`config.mk`:
```
export PLATFORM = sky130hd
export DESIGN_NAME = rx_idle_timer
export DESIGN_NICKNAME = d
export VERILOG_FILES = /design/src/rtl/rxto_pkg.sv /design/src/rtl/rxto_rst_sync.sv /design/src/rtl/rxto_ctrl.sv /design/src/rtl/rxto_counter.sv /design/src/rtl/rxto_flag.sv /design/src/rtl/rx_idle_timer.sv
export SDC_FILE = /design/constraint.sdc
export NUM_CORES = 1
export LEC_CHECK = 0
export ABC_AREA = 1
export ABC_CLOCK_PERIOD_IN_PS = 800
export CAP_MARGIN = 0
export CORE_MARGIN = 3
export CORE_UTILIZATION = 59
export CTS_BUF_LIST = sky130_fd_sc_hd__clkbuf_2
export DETAILED_ROUTE_END_ITERATION = 12
export DONT_BUFFER_PORTS = 1
export PLACE_DENSITY = 0.84
export SETUP_SLACK_MARGIN = 0.3
export SYNTH_ARGS = -nofsm -noshare
export SYNTH_HDL_FRONTEND = slang
export SYNTH_SLANG_ARGS = --single-unit
```
`constraint.sdc`:
```
create_clock -name clk -period 0.8 [get_ports clk]
set_input_delay 0.04 -clock clk [delete_from_list [all_inputs] [get_ports clk]]
set_output_delay 0.04 -clock clk [all_outputs]
set_load 0.005 [all_outputs]
```
`src/rtl/rxto_pkg.sv`:
```
package rxto_pkg;
  typedef enum logic [1:0] {
    MODE_WAIT = 2'd0,
    MODE_RUN  = 2'd1,
    MODE_DONE = 2'd2
  } mode_t;
endpackage

```
`src/rtl/rxto_rst_sync.sv`:
```
module rxto_rst_sync #(
  parameter int STAGES = 2
) (
  input  logic clk,
  input  logic rst_n,
  output logic rst_sync_n
);
  logic [STAGES-1:0] sync_q;

  always_ff @(posedge clk or negedge rst_n) begin
    if (!rst_n) sync_q <= '0;
    else        sync_q <= {sync_q[STAGES-2:0], 1'b1};
  end

  assign rst_sync_n = sync_q[STAGES-1];
endmodule

```
`src/rtl/rxto_ctrl.sv`:
```
module rxto_ctrl
  import rxto_pkg::*;
(
  input  logic  clk,
  input  logic  rst_n,
  input  logic  dis,
  input  logic  retrig,
  input  logic  arm,
  input  logic  char_rx,
  input  logic  tick,
  input  logic  count_one,
  input  logic  count_zero,
  output logic  load,
  output logic  dec,
  output logic  expire,
  output logic  clear,
  output mode_t mode
);
  mode_t mode_q, mode_d;

  // priority: disable > retrigger > arm > character > tick
  always_comb begin
    load   = !dis && (retrig || arm || char_rx);
    dec    = !dis && !load && (mode_q == MODE_RUN) && tick && !count_zero;
    expire = dec && count_one;
    clear  = dis;
    mode_d = mode_q;
    if (dis)          mode_d = MODE_WAIT;
    else if (retrig)  mode_d = MODE_RUN;
    else if (arm)     mode_d = MODE_WAIT;
    else if (char_rx) mode_d = MODE_RUN;
    else if (expire)  mode_d = MODE_DONE;
  end

  always_ff @(posedge clk or negedge rst_n) begin
    if (!rst_n) mode_q <= MODE_WAIT;
    else        mode_q <= mode_d;
  end

  assign mode = mode_q;

  // no decrement while frozen
  p_wait_no_dec_r6: assert property (@(posedge clk) disable iff (!rst_n)
    (mode_q == MODE_WAIT) |-> !dec);
  // retrigger with a live value leaves the block running
  p_retrig_runs_r7: assert property (@(posedge clk) disable iff (!rst_n)
    (retrig && !dis) |=> (mode_q == MODE_RUN));
  // arm beats a coincident character
  p_arm_beats_char_r8: assert property (@(posedge clk) disable iff (!rst_n)
    (arm && char_rx && !retrig && !dis) |=> (mode_q == MODE_WAIT));
endmodule

```
`src/rtl/rxto_counter.sv`:
```
module rxto_counter #(
  parameter int CNT_W = 16
) (
  input  logic             clk,
  input  logic             rst_n,
  input  logic             clear,
  input  logic             load,
  input  logic             dec,
  input  logic [CNT_W-1:0] load_val,
  output logic [CNT_W-1:0] count,
  output logic             count_one,
  output logic             count_zero
);
  localparam logic [CNT_W-1:0] ONE = CNT_W'(1);

  logic [CNT_W-1:0] cnt_q, cnt_d;
  logic             cnt_en;

  always_comb begin
    cnt_en = clear || load || dec;
    if (clear)     cnt_d = '0;
    else if (load) cnt_d = load_val;
    else           cnt_d = cnt_q - ONE;
  end

  always_ff @(posedge clk or negedge rst_n) begin
    if (!rst_n)      cnt_q <= '0;
    else if (cnt_en) cnt_q <= cnt_d;
  end

  assign count      = cnt_q;
  assign count_one  = (cnt_q == ONE);
  assign count_zero = (cnt_q == '0);

  // without a load the count moves by at most one step down
  p_single_step_r2: assert property (@(posedge clk) disable iff (!rst_n)
    (!load && !clear) |=> (cnt_q == $past(cnt_q)) || (cnt_q == $past(cnt_q) - ONE));
endmodule

```
`src/rtl/rxto_flag.sv`:
```
module rxto_flag (
  input  logic clk,
  input  logic rst_n,
  input  logic set,
  input  logic clr,
  input  logic irq_en,
  output logic flag,
  output logic irq
);
  logic flag_q, flag_d, irq_q, irq_d;

  always_comb begin
    flag_d = flag_q;
    if (clr)      flag_d = 1'b0;
    else if (set) flag_d = 1'b1;
    irq_d = flag_q && irq_en;
  end

  always_ff @(posedge clk or negedge rst_n) begin
    if (!rst_n) begin
      flag_q <= 1'b0;
      irq_q  <= 1'b0;
    end else begin
      flag_q <= flag_d;
      irq_q  <= irq_d;
    end
  end

  assign flag = flag_q;
  assign irq  = irq_q;

  // flag holds unless cleared
  p_sticky_r5: assert property (@(posedge clk) disable iff (!rst_n)
    (flag_q && !clr) |=> flag_q);
  // interrupt follows gated flag one clock later
  p_irq_follow_r10: assert property (@(posedge clk) disable iff (!rst_n)
    1'b1 |=> (irq_q == $past(flag_q && irq_en)));
endmodule

```
`src/rtl/rx_idle_timer.sv`:
```
module rx_idle_timer #(
  parameter int CNT_W = 16
) (
  input  logic             clk,
  input  logic             rst_n,
  input  logic             bit_tick,
  input  logic             char_rx,
  input  logic [CNT_W-1:0] timeout_val,
  input  logic             cmd_arm,
  input  logic             cmd_retrig,
  input  logic             irq_en,
  output logic             timeout_flag,
  output logic             irq,
  output logic [CNT_W-1:0] count
);
  import rxto_pkg::*;

  localparam int RST_STAGES = 2;

  logic  rst_sync_n;
  logic  dis, load, dec, expire, clear, count_one, count_zero;
  mode_t mode;

  assign dis = (timeout_val == '0);

  rxto_rst_sync #(.STAGES(RST_STAGES)) u_rst (
    .clk        (clk),
    .rst_n      (rst_n),
    .rst_sync_n (rst_sync_n)
  );

  rxto_ctrl u_ctrl (
    .clk        (clk),
    .rst_n      (rst_sync_n),
    .dis        (dis),
    .retrig     (cmd_retrig),
    .arm        (cmd_arm),
    .char_rx    (char_rx),
    .tick       (bit_tick),
    .count_one  (count_one),
    .count_zero (count_zero),
    .load       (load),
    .dec        (dec),
    .expire     (expire),
    .clear      (clear),
    .mode       (mode)
  );

  rxto_counter #(.CNT_W(CNT_W)) u_cnt (
    .clk        (clk),
    .rst_n      (rst_sync_n),
    .clear      (clear),
    .load       (load),
    .dec        (dec),
    .load_val   (timeout_val),
    .count      (count),
    .count_one  (count_one),
    .count_zero (count_zero)
  );

  rxto_flag u_flag (
    .clk    (clk),
    .rst_n  (rst_sync_n),
    .set    (expire),
    .clr    (dis || cmd_arm || cmd_retrig),
    .irq_en (irq_en),
    .flag   (timeout_flag),
    .irq    (irq)
  );

  // zero value parks the counter and clears the flag
  p_disabled_r1: assert property (@(posedge clk) disable iff (!rst_sync_n)
    dis |=> (count == '0) && !timeout_flag);
  // a character with a live value reloads the count
  p_char_reload_r3: assert property (@(posedge clk) disable iff (!rst_sync_n)
    (char_rx && !dis) |=> (count == $past(timeout_val)));
  // zero count holds without a reload source
  p_hold_zero_r4: assert property (@(posedge clk) disable iff (!rst_sync_n)
    (count == '0 && !char_rx && !cmd_arm && !cmd_retrig) |=> (count == '0));
  // either command clears the flag
  p_cmd_clears_r5: assert property (@(posedge clk) disable iff (!rst_sync_n)
    (cmd_arm || cmd_retrig) |=> !timeout_flag);
endmodule

```
==> results of run 1 <==
cell families after synthesis:
group                    after synthesis  share of synthesized area (%)
adder cells (fa/ha/maj)                2                          1.590
AO/OA/AOI/OAI                          7                          2.464
buffers and inverters                 32                          8.824
AND/OR/NAND/NOR                      179                          49.13
other                                  1                         0.2382
XOR/XNOR                               5                          2.783
flip-flops                            22                          34.98
cell usage after synthesis, types with 2 or more instances:
master,n,share of area [%]
buf_2,2,0.64
dfrtp_1,22,35
ha_1,2,1.6
inv_1,24,5.7
inv_2,2,0.48
nand2_1,105,25
nand2_2,3,1.2
nand2_4,2,1.4
nand3_1,20,6.4
nand3b_1,4,1.9
nand4_1,4,1.6
nor2_1,32,7.6
nor2_2,3,1.2
o21ai_0,5,1.6
or2_2,4,1.6
xnor2_1,2,1.1
xor2_1,3,1.7
stage by stage:
stage	setup TNS (ns)	setup slack [ns]	hold WS, ns	cells
after floorplan	-11.00	-0.6177	-0.2556	248
after detailed placement	-13.57	-0.7978	-0.2555	325
after global placement	-12.68	-0.7410	-0.2555	325
after CTS	-14.97	-0.6298	-0.1348	335
repair_timing:
action                                  CTS
cloned                                    1
hold buffers                              2
endpoints found under the hold margin    21
pin swaps                                 6
setup buffers                             3
gates resized for setup                  41
endpoints found under the setup margin   38
==> impl_metrics.json, run 1 <==
{
  "yosysWarningCount": 0,
  "io_buffers": 0,
  "numCtsBuffers": 3,
  "start_util_pct": 62.96,
  "hpwl_um": 3260,
  "place_congestion": 0.8560,
  "rows": 18,
  "cts.sinks": 22,
  "cts_root_buf": "clkbuf_2",
  "lastStage": "global routing (5_1_grt)",
  "syn_inst": 248,
  "status": "did not finish",
  "ys.flop_type": "dfrtp_1",
  "worstEpCategory": "sequential cell input",
  "die_h_um": 57.65,
  "ys_ff_latch": 22,
  "die_x_um": 57.65,
  "clockBufferDepth": 2,
  "syn_area_um2": 1574,
  "antenna_found_initial": 0,
  "toolErrorMsg": "[ERROR DPL-0033] detailed placement checks failed during check placement.",
  "synth_edf_count": 0,
  "htree_levels": 1,
  "syn_avg_cell_area_um2": 6.347,
  "syn_nets": 273,
  "async_reset_ff_share_pct": 100.0,
  "synth_cell_type_count": 26,
  "worst_endpoint": "u_cnt.count[5]$_DFFE_PN0P_/D",
  "ys_seq_area_share_pct": 34.98,
  "grt_max_degree": 20,
  "ios": 41,
  "dpl_cell_area_um2": 1997
}
==> run 2, diff against run 1 <==
--- a/config.mk
+++ b/config.mk
@@ -6,15 +6,13 @@
 export NUM_CORES = 1
 export LEC_CHECK = 0
 export ABC_AREA = 1
-export ABC_CLOCK_PERIOD_IN_PS = 800
+export ABC_CLOCK_PERIOD_IN_PS = 1000
 export CAP_MARGIN = 0
 export CORE_MARGIN = 3
-export CORE_UTILIZATION = 59
-export CTS_BUF_LIST = sky130_fd_sc_hd__clkbuf_2
+export CORE_UTILIZATION = 40
 export DETAILED_ROUTE_END_ITERATION = 12
 export DONT_BUFFER_PORTS = 1
-export PLACE_DENSITY = 0.84
-export SETUP_SLACK_MARGIN = 0.3
+export PLACE_DENSITY_LB_ADDON = 0.15
 export SYNTH_ARGS = -nofsm -noshare
 export SYNTH_HDL_FRONTEND = slang
 export SYNTH_SLANG_ARGS = --single-unit
==> constraint.sdc (replaced) <==
create_clock -name clk -period 1 [get_ports clk]
set_input_delay 0.05 -clock clk [delete_from_list [all_inputs] [get_ports clk]]
set_output_delay 0.05 -clock clk [all_outputs]
set_load 0.005 [all_outputs]
==> run 2 against run 1 <==
Synthesized cell count unchanged; the flow now finishes, with violations (hold timing, setup timing); area after synthesis stayed put.
==> impl_metrics.json, run 2 <==
{
  "status": "complete, but fails checks",
  "violations": "hold timing, setup timing",
  "final_common_cell": "nand2_1",
  "crit_arrival_ns": 1.65,
  "postLayoutCoreUtil_pct": 63.20,
  "power.internal_mw": 1.649,
  "clk_latency_ns": 0.27,
  "syn_inst": 248,
  "synth_common_cells": "nand2_1 (105), nor2_1 (32), inv_1 (24)",
  "wl_um": 4823,
  "syn_to_final_growth_pct": 49.20,
  "drtIter0Drc": 89,
  "tritoncts": "yes",
  "cp_slowest_cell": "dfrtp_1",
  "cp-start-kind": "register",
  "ios": 41,
  "hpwl_um": 3443,
  "largest_register_ffs": 16,
  "hold_violations": 1,
  "ys.flop_type": "dfrtp_1",
  "ys_seq_area_share_pct": 34.98,
  "yosysMostFrequentCell": "nand2_1",
  "fin_crit_sh_pct": 142.9,
  "clockBufferDepth": 2,
  "fmax_ghz": 0.6997,
  "syn_avg_cell_area_um2": 6.347,
  "numCtsBuffers": 3,
  "vdd_drop_max_mv": 0.6036,
  "hold_class": "input port to register",
  "fin_skew_ns": 0.01223,
  "period_needed_ns": 1.429,
  "drive_above_1_share_pct": 36.33,
  "start_util_pct": 42.36,
  "coreArea_um2": 3716,
  "diodes": 0,
  "synth_top_area_share_pct": 34.98,
  "mostFrequentLayoutCells": "nand2_1 (86), buf_4 (49), inv_1 (21), dfrtp_1 (21)",
  "grt_use_total_pct": 20.89,
  "ys_ff_latch": 22,
  "dieArea_um2": 4724,
  "cp-startpoint": "u_cnt.count[13]",
  "vias_per_cell": 4.813,
  "cts.sinks": 22,
  "dpl_cell_area_um2": 1961,
  "htree_levels": 1,
  "syn_nets": 273,
  "seq_power_share_pct": 41.6,
  "die_x_um": 68.73,
  "slowest_delay_ns": 0.40,
  "rsz0062_at_grt": "true",
  "crit_buf_inv": 2,
  "p_leak_nw": 1.250,
  "synth_cell_type_count": 26,
  "drtPass1Iterations": 4,
  "setup_ws_ns": -0.4291,
  "cap_violations": 0,
  "switching_share_pct": 33.04,
  "required_ns": 1.22,
  "postLayoutCellArea_um2": 2349,
  "fin_hold_ws_ns": -0.0009939,
  "grt_pass1_wl_um": 7182,
  "grt_pass1_vias": 1557,
  "async_reset_ff_share_pct": 100.0,
  "worstHoldStart": "timeout_val[11]",
  "synth_top_cell_by_area": "dfrtp_1",
  "crit_fanout": 8,
  "post-route-drc-count": 0,
  "path_class": "register to register",
  "p_switching_uw": 813.9,
  "rows": 22,
  "grt_overflow": 0,
  "pre_cts_ws_ns": -0.6313,
  "synth_edf_count": 0,
  "clock_power_share_pct": 23.6,
  "cp_common_cell": "nand2_1",
  "vias": 1728,
  "p_total_mw": 2.463,
  "antenna_found_initial": 0,
  "io_buffers": 0,
  "cts_root_buf": "clkbuf_8",
  "place_congestion": 0.8370,
  "ant_nets": 0,
  "end_kind": "register",
  "syn_area_um2": 1574,
  "yosysWarningCount": 0,
  "worstPathCellList": "nor2_2 -> nand2_1 -> nor2_4 -> nand2_2 -> nand2_4 -> buf_6 -> nand2_8 -> clkinv_8 -> nand2_1 -> nand2_1",
  "path_delay_family": "simple AND/OR/NAND/NOR gates",
  "r2r_start": "u_cnt.count[13]",
  "grt_max_degree": 14,
  "die_h_um": 68.73,
  "post_drt_wl_per_cell_um": 13.43,
  "power_density_nw_per_um2": 1049,
  "slew_viol_final": 0,
  "num-nets-final": 338,
  "combPwrFrac_pct": 34.8,
  "setup_viol": 20,
  "yosys-top-cells-area": "dfrtp_1 (35%), nand2_1 (25%), nor2_1 (7.6%)",
  "clkSlewWorstSetupHoldPaths_ns": 0.09
}
==> run 2: per-layer routing <==
layer	up-vias	share of wire [%]	GRT usage, %
met3	4	4.7	5.997
met4	0	0.44	2.920
met5	-	0	0
met2	35	50	37.90
li1	884	-	-
met1	805	44	24.85
==> run 2: cell type report <==
type | count | area, µm²
Sequential cell | 22 | 551.8
Timing Repair Buffer | 63 | 525.5
Inverter | 28 | 117.6
Fill cell | 337 | 1368
Timing Repair inverter | 1 | 16.27
Clock buffer | 3 | 41.29
Multi-Input combinational cell | 194 | 1036
Tap cell | 48 | 60.06
==> run 2: final timing paths <==
path / endpoint / slack, ns / cells after the start
max: u_cnt.count[5] / -0.43 / 10
min reg2reg: u_flag.flag / 0.18 / 1
max in group asynchronous: u_cnt.count[12] / 0.62 / 1
min: u_cnt.count[11] / -0.001 / 4
min in group asynchronous: u_rst.sync_q[0] / 0.01 / 1
max reg2reg: u_cnt.count[5] / -0.43 / 10
==> run 2: timing repair <==
item	4_1_cts	5_1_grt
buffers inserted	8	3
setup endpoints to repair	19	20
hold buffers	7	0
resized for setup	30	25
hold endpoints to repair	8	0
cloned	1	0
pin swaps	14	21
==> run 2: power groups by stage <==
stage / Clock (mW) / Sequential (mW) / Combinational [mW]
final: 0.581 / 1.03 / 0.857
after floorplan: 0 / 1.08 / 0.327
after global routing: 0.629 / 1.04 / 0.941
after CTS: 0.589 / 1.02 / 0.796
after detailed placement: 0 / 1.03 / 0.669
after global placement: 0 / 1.03 / 0.659
==> run 2: cells by family (layout without fill, tap and decap cells) <==
kind of cell | after synthesis | count (layout) | share of synthesized area (%)
simple gates | 179 | 179 | 49.13
other cells | 1 | 1 | 0.2382
compound gates | 7 | 7 | 2.464
buf+inv | 32 | 95 | 8.824
fa+ha+maj | 2 | 2 | 1.590
flops | 22 | 22 | 34.98
xor+xnor | 5 | 5 | 2.783
==> run 2: metrics by stage <==
| stage | hold WS, ns | cells | TNS (ns) |
|---|---|---|---|
| after global routing | -0.002393 | 359 | -9.520 |
| after CTS | 0.004572 | 356 | -7.598 |
| final | -0.0009939 | 359 | -7.761 |
| after detailed placement | -0.2455 | 337 | -10.53 |
| after global placement | -0.2455 | 337 | -10.29 |
| after floorplan | -0.2456 | 248 | -7.199 |
==> run 2: worst reg2reg max path, cell delays in order (launching register included) <==
cell,delay [ns]
dfrtp_1,0.40
nor2_2,0.15
nand2_1,0.11
nor2_4,0.13
nand2_2,0.08
nand2_4,0.09
buf_6,0.12
nand2_8,0.08
clkinv_8,0.09
nand2_1,0.06
nand2_1,0.07
Note: power is estimated with default switching activity, not from simulation.
==> run 3, diff against run 2 <==
--- a/config.mk
+++ b/config.mk
@@ -15,4 +15,5 @@
 export PLACE_DENSITY_LB_ADDON = 0.15
 export SYNTH_ARGS = -nofsm -noshare
 export SYNTH_HDL_FRONTEND = slang
+export SYNTH_HIERARCHICAL = 1
 export SYNTH_SLANG_ARGS = --single-unit
==> run 3 against run 2 <==
The flow finishes with violations (setup timing); clock power increased by 47%; critical path type unchanged; critical endpoint is now u_cnt/count[0]; highest routed layer unchanged; via count increased by 3.2%; critical path depth increased by 3; largest power group unchanged.
==> impl_metrics.json, run 3 <==
{
  "yosys-top-cells-area": "dfrtp_1 (34%), nand2_1 (17%), nor2_1 (11%)",
  "synth_cell_type_count": 27,
  "ys_seq_area_share_pct": 33.54,
  "num-nets-final": 345,
  "tritoncts": "yes",
  "grt_overflow": 0,
  "cts.sinks": 22,
  "clk_latency_ns": 0.27,
  "yosysWarningCount": 6,
  "diodes": 0,
  "antenna_found_initial": 0,
  "async_reset_ff_share_pct": 100.0,
  "status": "complete, but fails checks",
  "dieArea_um2": 4908,
  "synth_top_cell_by_area": "dfrtp_1",
  "synth_top_area_share_pct": 33.54,
  "vias_per_cell": 4.861,
  "rows": 22,
  "path_class": "register to register",
  "cp_slowest_cell": "dfrtp_1",
  "fin_skew_ns": 0.01029,
  "synth_common_cells": "nand2_1 (75), nor2_1 (47), dfrtp_1 (22), inv_1 (22), nand3_1 (17)",
  "setup_viol": 20,
  "htree_levels": 1,
  "setup_ws_ns": -0.7553,
  "ys.flop_type": "dfrtp_1",
  "largest_register_ffs": 16,
  "die_h_um": 70.06,
  "drtIter0Drc": 82,
  "pre_cts_ws_ns": -0.8343,
  "syn_inst": 247,
  "vias": 1784,
  "hold_violations": 0,
  "numCtsBuffers": 3,
  "max-slew-margin-rel_pct": 63.14,
  "syn_to_final_growth_pct": 45.35,
  "post-route-drc-count": 0,
  "power_density_nw_per_um2": 1127,
  "required_ns": 1.20,
  "worstPathCellList": "inv_2 -> ha_4 -> nand2_4 -> inv_2 -> nand2_2 -> nor3_2 -> inv_1 -> nand4_1 -> nor2_4 -> nor2_1 -> nand2_2 -> buf_4 -> o22ai_1",
  "worstMarginPinSlew_ns": 0.5528,
  "cap_violations": 0,
  "cts_root_buf": "clkbuf_8",
  "grt_pass1_vias": 1672,
  "hold_class": "input port to register",
  "place_congestion": 0.8122,
  "place_inst": 339,
  "fin_crit_sh_pct": 175.5,
  "grt_max_degree": 14,
  "coreArea_um2": 3799,
  "clockBufferDepth": 2,
  "mostFrequentLayoutCells": "nand2_1 (73), buf_4 (58), nor2_1 (46)",
  "cp-start-kind": "register",
  "die_x_um": 70.06,
  "grt_pass1_wl_um": 7569,
  "postLayoutCoreUtil_pct": 62.81,
  "end_kind": "register",
  "syn_area_um2": 1642,
  "drtPass1Iterations": 6,
  "crit_arrival_ns": 1.95,
  "ant_nets": 0,
  "clkSlewWorstSetupHoldPaths_ns": 0.09,
  "post_layout_nonfiller_instances": 367,
  "start_util_pct": 43.21,
  "final_common_cell": "nand2_1",
  "period_needed_ns": 1.755,
  "syn_avg_cell_area_um2": 6.646,
  "yosysMostFrequentCell": "nand2_1",
  "grt_use_total_pct": 19.36,
  "rsz0062_at_grt": "true",
  "wl_um": 4741,
  "syn_nets": 272,
  "drive_above_1_share_pct": 33.54,
  "vdd_drop_max_mv": 0.8983,
  "ios": 41,
  "crit_fanout": 5,
  "ys_ff_latch": 22,
  "hpwl_um": 3660,
  "slew_viol_final": 0,
  "fmax_ghz": 0.5697,
  "fill_cells": 334,
  "post_drt_wl_per_cell_um": 12.92,
  "slowest_delay_ns": 0.40,
  "violations": "setup timing",
  "synth_edf_count": 0,
  "p_leak_nw": 1.204,
  "io_buffers": 0
}
==> run 3: changes by cell type after synthesis, sizes merged, moves of 4 or more <==
cell and change:
or2 -4, nor2 +25, nand3b -4, nand2 -29, o21ai +14
==> run 3: through the flow <==
stage | area (µm²) | TNS, ns | power, mW | hold slack (ns)
5_1_grt | 2386 | -16.29 | 2.839 | 0.03904
4_1_cts | 2359 | -13.20 | 2.692 | 0.01378
6_report | 2386 | -13.57 | 2.689 | 0.01815
3_3_place_gp | 2057 | -14.46 | 1.754 | -0.2455
3_5_place_dp | 2057 | -14.17 | 1.764 | -0.2455
2_1_floorplan | 1675 | -14.35 | 1.456 | -0.2456
==> run 3: layout make-up <==
type | instances | area (µm²) | share of cell area, %
Sequential cell | 22 | 550.5 | 23.07
Inverter | 27 | 106.4 | 4.457
Timing Repair Buffer | 74 | 600.6 | 25.17
Multi-Input combinational cell | 192 | 997.2 | 41.79
Clock buffer | 3 | 41.29 | 1.730
Tap cell | 48 | 60.06 | 2.517
Clock inverter | 1 | 30.03 | 1.259
==> run 3: timing repair <==
action | 4_1_cts | 5_1_grt
hold buffers | 12 | 0
hold endpoints to repair | 12 | 0
setup buffers | 43 | 3
setup endpoints to repair | 19 | 21
gates resized for setup | 14 | 4
pin swaps | 15 | 5
==> run 3: report_power, final <==
| part | switching, mW | leakage, nW | internal [mW] |
|---|---|---|---|
| sequential | 0.0530 | 0.263 | 0.962 |
| combinational | 0.434 | 0.906 | 0.387 |
| clock | 0.318 | 0.0357 | 0.536 |
==> run 3: layer usage <==
| metal | up-vias | GRT usage [%] | wire length [µm] |
|---|---|---|---|
| met2 | 48 | 34.52 | 2362 |
| met1 | 823 | 23.88 | 2077 |
| met4 | 0 | 4.468 | 36 |
| met3 | 4 | 3.885 | 264 |
| met5 | - | 0 | 0 |
| li1 | 909 | - | - |
==> run 3: path summary, 6_finish.rpt <==
path                            startpoint         endpoint  slack (ns)  depth (start not counted)
max in group asynchronous            rst_n  u_rst/sync_q[1]        0.34                          2
setup / recovery            u_cnt/count[0]   u_cnt/count[0]       -0.76                         13
min in group asynchronous  u_rst/sync_q[1]   u_ctrl/mode[0]        0.20                          1
hold reg to reg            u_rst/sync_q[1]   u_ctrl/mode[0]        0.20                          1
setup reg to reg            u_cnt/count[0]   u_cnt/count[0]       -0.76                         13
hold / removal             timeout_val[10]  u_cnt/count[10]        0.02                          4
==> run 3: critical path, delay by kind of cell (launching register included) <==
kind                       cells  cell delay (ns)
AOI/OAI and AO/OA              1             0.15
adders and majority gates      1             0.15
buffers and inverters          4             0.39
DFF                            1             0.40
and+or+nand+nor                7             0.59
==> run 3: cells by family (layout without fill, tap and decap cells) <==
kind of cell / after synthesis / after routing / synth area share [%]
buf+inv: 33 / 105 / 8.689
fa+ha+maj: 2 / 2 / 1.524
flops: 22 / 22 / 33.54
simple gates: 164 / 164 / 47.33
compound gates: 25 / 25 / 8.689
other cells: 1 / 1 / 0.2284
==> run 4, diff against run 3 <==
--- a/config.mk
+++ b/config.mk
@@ -5,12 +5,11 @@
 export SDC_FILE = /design/constraint.sdc
 export NUM_CORES = 1
 export LEC_CHECK = 0
-export ABC_AREA = 1
 export ABC_CLOCK_PERIOD_IN_PS = 1000
 export CAP_MARGIN = 0
-export CORE_MARGIN = 3
-export CORE_UTILIZATION = 40
+export CORE_AREA = 3 3 64 66
 export DETAILED_ROUTE_END_ITERATION = 12
+export DIE_AREA = 0 0 67 69
 export DONT_BUFFER_PORTS = 1
 export PLACE_DENSITY_LB_ADDON = 0.15
 export SYNTH_ARGS = -nofsm -noshare
==> run 4 against run 3 <==
The flow still finishes with violations (setup timing); via count decreased by 23%; synthesized cell count shrank 43%; first-iteration DRC count fell by 35%; non-clock buffer count decreased by 11; critical path depth decreased by 4; die area is 5.8% lower; final cell count decreased by 33%; register-to-register slack worse by 0.92 ns; largest cell class unchanged.
==> impl_metrics.json, run 4 <==
{
  "status": "complete, but fails checks",
  "violations": "setup timing",
  "vias_per_cell": 5.563,
  "rows": 22,
  "clk_latency_ns": 0.26,
  "setup_ws_ns": -1.679,
  "async_reset_ff_share_pct": 100.0,
  "synth_top_area_share_pct": 42.07,
  "worstPathCellList": "or4_1 -> or4_4 -> nor3_4 -> and2_4 -> nor4_4 -> or3b_4 -> nor4_1 -> or3_1 -> and3_1",
  "die_h_um": 69,
  "grt_overflow": 0,
  "syn_nets": 165,
  "synth_top_cell_by_area": "dfrtp_1",
  "path_delay_family": "simple AND/OR/NAND/NOR gates",
  "postLayoutCoreUtil_pct": 56.85,
  "yosysMostFrequentCell": "dfrtp_1",
  "vdd_drop_max_mv": 0.6128,
  "fin_skew_ns": 0.003411,
  "path_class": "register to register",
  "grt_pass1_vias": 1502,
  "fin_hold_ws_ns": 0.04854,
  "drtIter0Drc": 53,
  "fmax_ghz": 0.3732,
  "synth_cell_type_count": 43,
  "required_ns": 1.16,
  "grt_max_degree": 21,
  "worstMarginPinSlew_ns": 0.5208,
  "syn_inst": 140,
  "place_inst": 218,
  "syn_to_final_growth_pct": 57.84,
  "place_congestion": 0.7568,
  "coreArea_um2": 3633,
  "clkSlewWorstSetupHoldPaths_ns": 0.09,
  "synth_edf_count": 0,
  "cap_violations": 0,
  "final_common_cell": "buf_4",
  "io_buffers": 0,
  "end_kind": "register",
  "synth_common_cells": "dfrtp_1 (22), nor2_1 (17), nor3_1 (10)",
  "drtPass1Iterations": 4,
  "cts_root_buf": "clkbuf_8",
  "vias": 1374,
  "htree_levels": 1,
  "hpwl_um": 3031,
  "power_density_nw_per_um2": 1116,
  "crit_arrival_ns": 2.84,
  "max-slew-margin-rel_pct": 64.96,
  "grt_use_total_pct": 18.87,
  "cp-start-kind": "register",
  "cts.sinks": 22,
  "setup_viol": 19,
  "largest_register_ffs": 16,
  "clockBufferDepth": 2,
  "diodes": 0,
  "syn_area_um2": 1309,
  "dieArea_um2": 4623,
  "numCtsBuffers": 3,
  "hold_violations": 0,
  "yosys-top-cells-area": "dfrtp_1 (42%), xnor2_1 (6.0%), nor2_1 (4.9%)",
  "hold_class": "input port to register",
  "tritoncts": "yes",
  "fill_cells": 341,
  "ios": 41,
  "crit_fanout": 3,
  "drive_above_1_share_pct": 37.19,
  "start_util_pct": 36.02,
  "post-route-drc-count": 0,
  "period_needed_ns": 2.679,
  "crit_buf_inv": 0,
  "mostFrequentLayoutCells": "buf_4 (37), dfrtp_1 (22), dlygate4sd3_1 (19)",
  "ant_nets": 0,
  "die_x_um": 67,
  "ys_ff_latch": 22,
  "fin_crit_sh_pct": 267.9,
  "slew_viol_final": 0,
  "post_layout_nonfiller_instances": 247,
  "antenna_found_initial": 0,
  "wl_um": 4225,
  "num-nets-final": 225,
  "ys_seq_area_share_pct": 42.07,
  "cp_slowest_cell": "or4_4",
  "ys.flop_type": "dfrtp_1",
  "post_drt_wl_per_cell_um": 17.11,
  "grt_pass1_wl_um": 6851,
  "yosysWarningCount": 6,
  "p_leak_nw": 0.8448,
  "slowest_delay_ns": 0.55,
  "rsz0062_at_grt": "true",
  "syn_avg_cell_area_um2": 9.348
}
run 4: cell count changes after synthesis, sizes merged, moves of 9 or more:
cell,delta
inv,-23
nand2,-73
nand3,-18
nor2,-44
nor3,+9
nor4,+9
o21ai,-17
xnor2,+9
run 4: logic make-up (layout without fill, tap and decap cells):
kind of cell | Yosys count | count (layout) | share of synthesized area (%)
AND/OR/NAND/NOR | 69 | 69 | 31.55
adder cells (fa/ha/maj) | 2 | 2 | 1.912
flip-flops | 22 | 22 | 42.07
XOR/XNOR | 10 | 10 | 6.693
multiplexers | 1 | 1 | 0.7648
buffers and inverters | 12 | 71 | 3.919
other | 1 | 1 | 0.2865
AO/OA/AOI/OAI | 23 | 23 | 12.81
run 4: layer usage:
layer / GRT usage (%) / vias up / share of wire [%]
met1: 22.62 / 671 / 38
met3: 5.049 / 8 / 9.6
li1: - / 632 / -
met4: 7.207 / 0 / 1.3
met5: 0 / - / 0
met2: 31.44 / 63 / 51
run 4: final cells by class:
type	count	area [µm²]	area share [%]
well taps	48	60.06	2.907
clock inverters	1	30.03	1.454
repair buffers	63	564.3	27.32
flip-flops and latches	22	550.5	26.65
clock buffers	3	41.29	1.999
inverters	4	15.01	0.7268
multi-input cells	106	804.5	38.95
run 4: metrics by stage:
| step | cell area, µm² | power (mW) | setup slack [ns] | TNS [ns] |
|---|---|---|---|---|
| floorplan | 1333 | 1.190 | -1.810 | -28.62 |
| global placement | 1650 | 1.361 | -1.620 | -27.68 |
| detailed placement | 1650 | 1.373 | -1.675 | -28.85 |
| CTS | 1968 | 2.304 | -1.684 | -29.29 |
| global route | 2066 | 2.424 | -1.784 | -31.58 |
| finish | 2066 | 2.306 | -1.679 | -29.60 |
run 4: timing repair:
action,in CTS,in global routing
hold buffers,18,1
endpoints found under the hold margin,19,2
gates resized for setup,12,12
pin swaps,22,16
setup endpoints to repair,19,19
buffers inserted,2,5
run 4: power breakdown:
part | switching [mW] | internal [mW]
Clock | 0.312 | 0.535
Sequential | 0.0353 | 0.945
Combinational | 0.225 | 0.254
Total | 0.572 | 1.73
run 4: worst reg2reg max path, stage by stage, from the launching register on:
cell	delay [ns]
dfrtp_1	0.40
or4_1	0.50
or4_4	0.55
nor3_4	0.14
and2_4	0.18
nor4_4	0.05
or3b_4	0.25
nor4_1	0.06
or3_1	0.29
and3_1	0.15
run 4: path summary, 6_finish.rpt:
| kind | end | slack (ns) | cells past startpoint | from |
|---|---|---|---|---|
| min in group asynchronous | u_flag/irq | 0.21 | 1 | u_rst/sync_q[1] |
| max in group asynchronous | u_rst/sync_q[0] | 0.33 | 2 | rst_n |
| min | u_ctrl/mode[0] | 0.05 | 2 | bit_tick |
| min reg2reg | u_flag/irq | 0.21 | 1 | u_rst/sync_q[1] |
| max reg2reg | u_cnt/count[13] | -1.68 | 9 | u_cnt/count[12] |
| max | u_cnt/count[13] | -1.68 | 9 | u_cnt/count[12] |
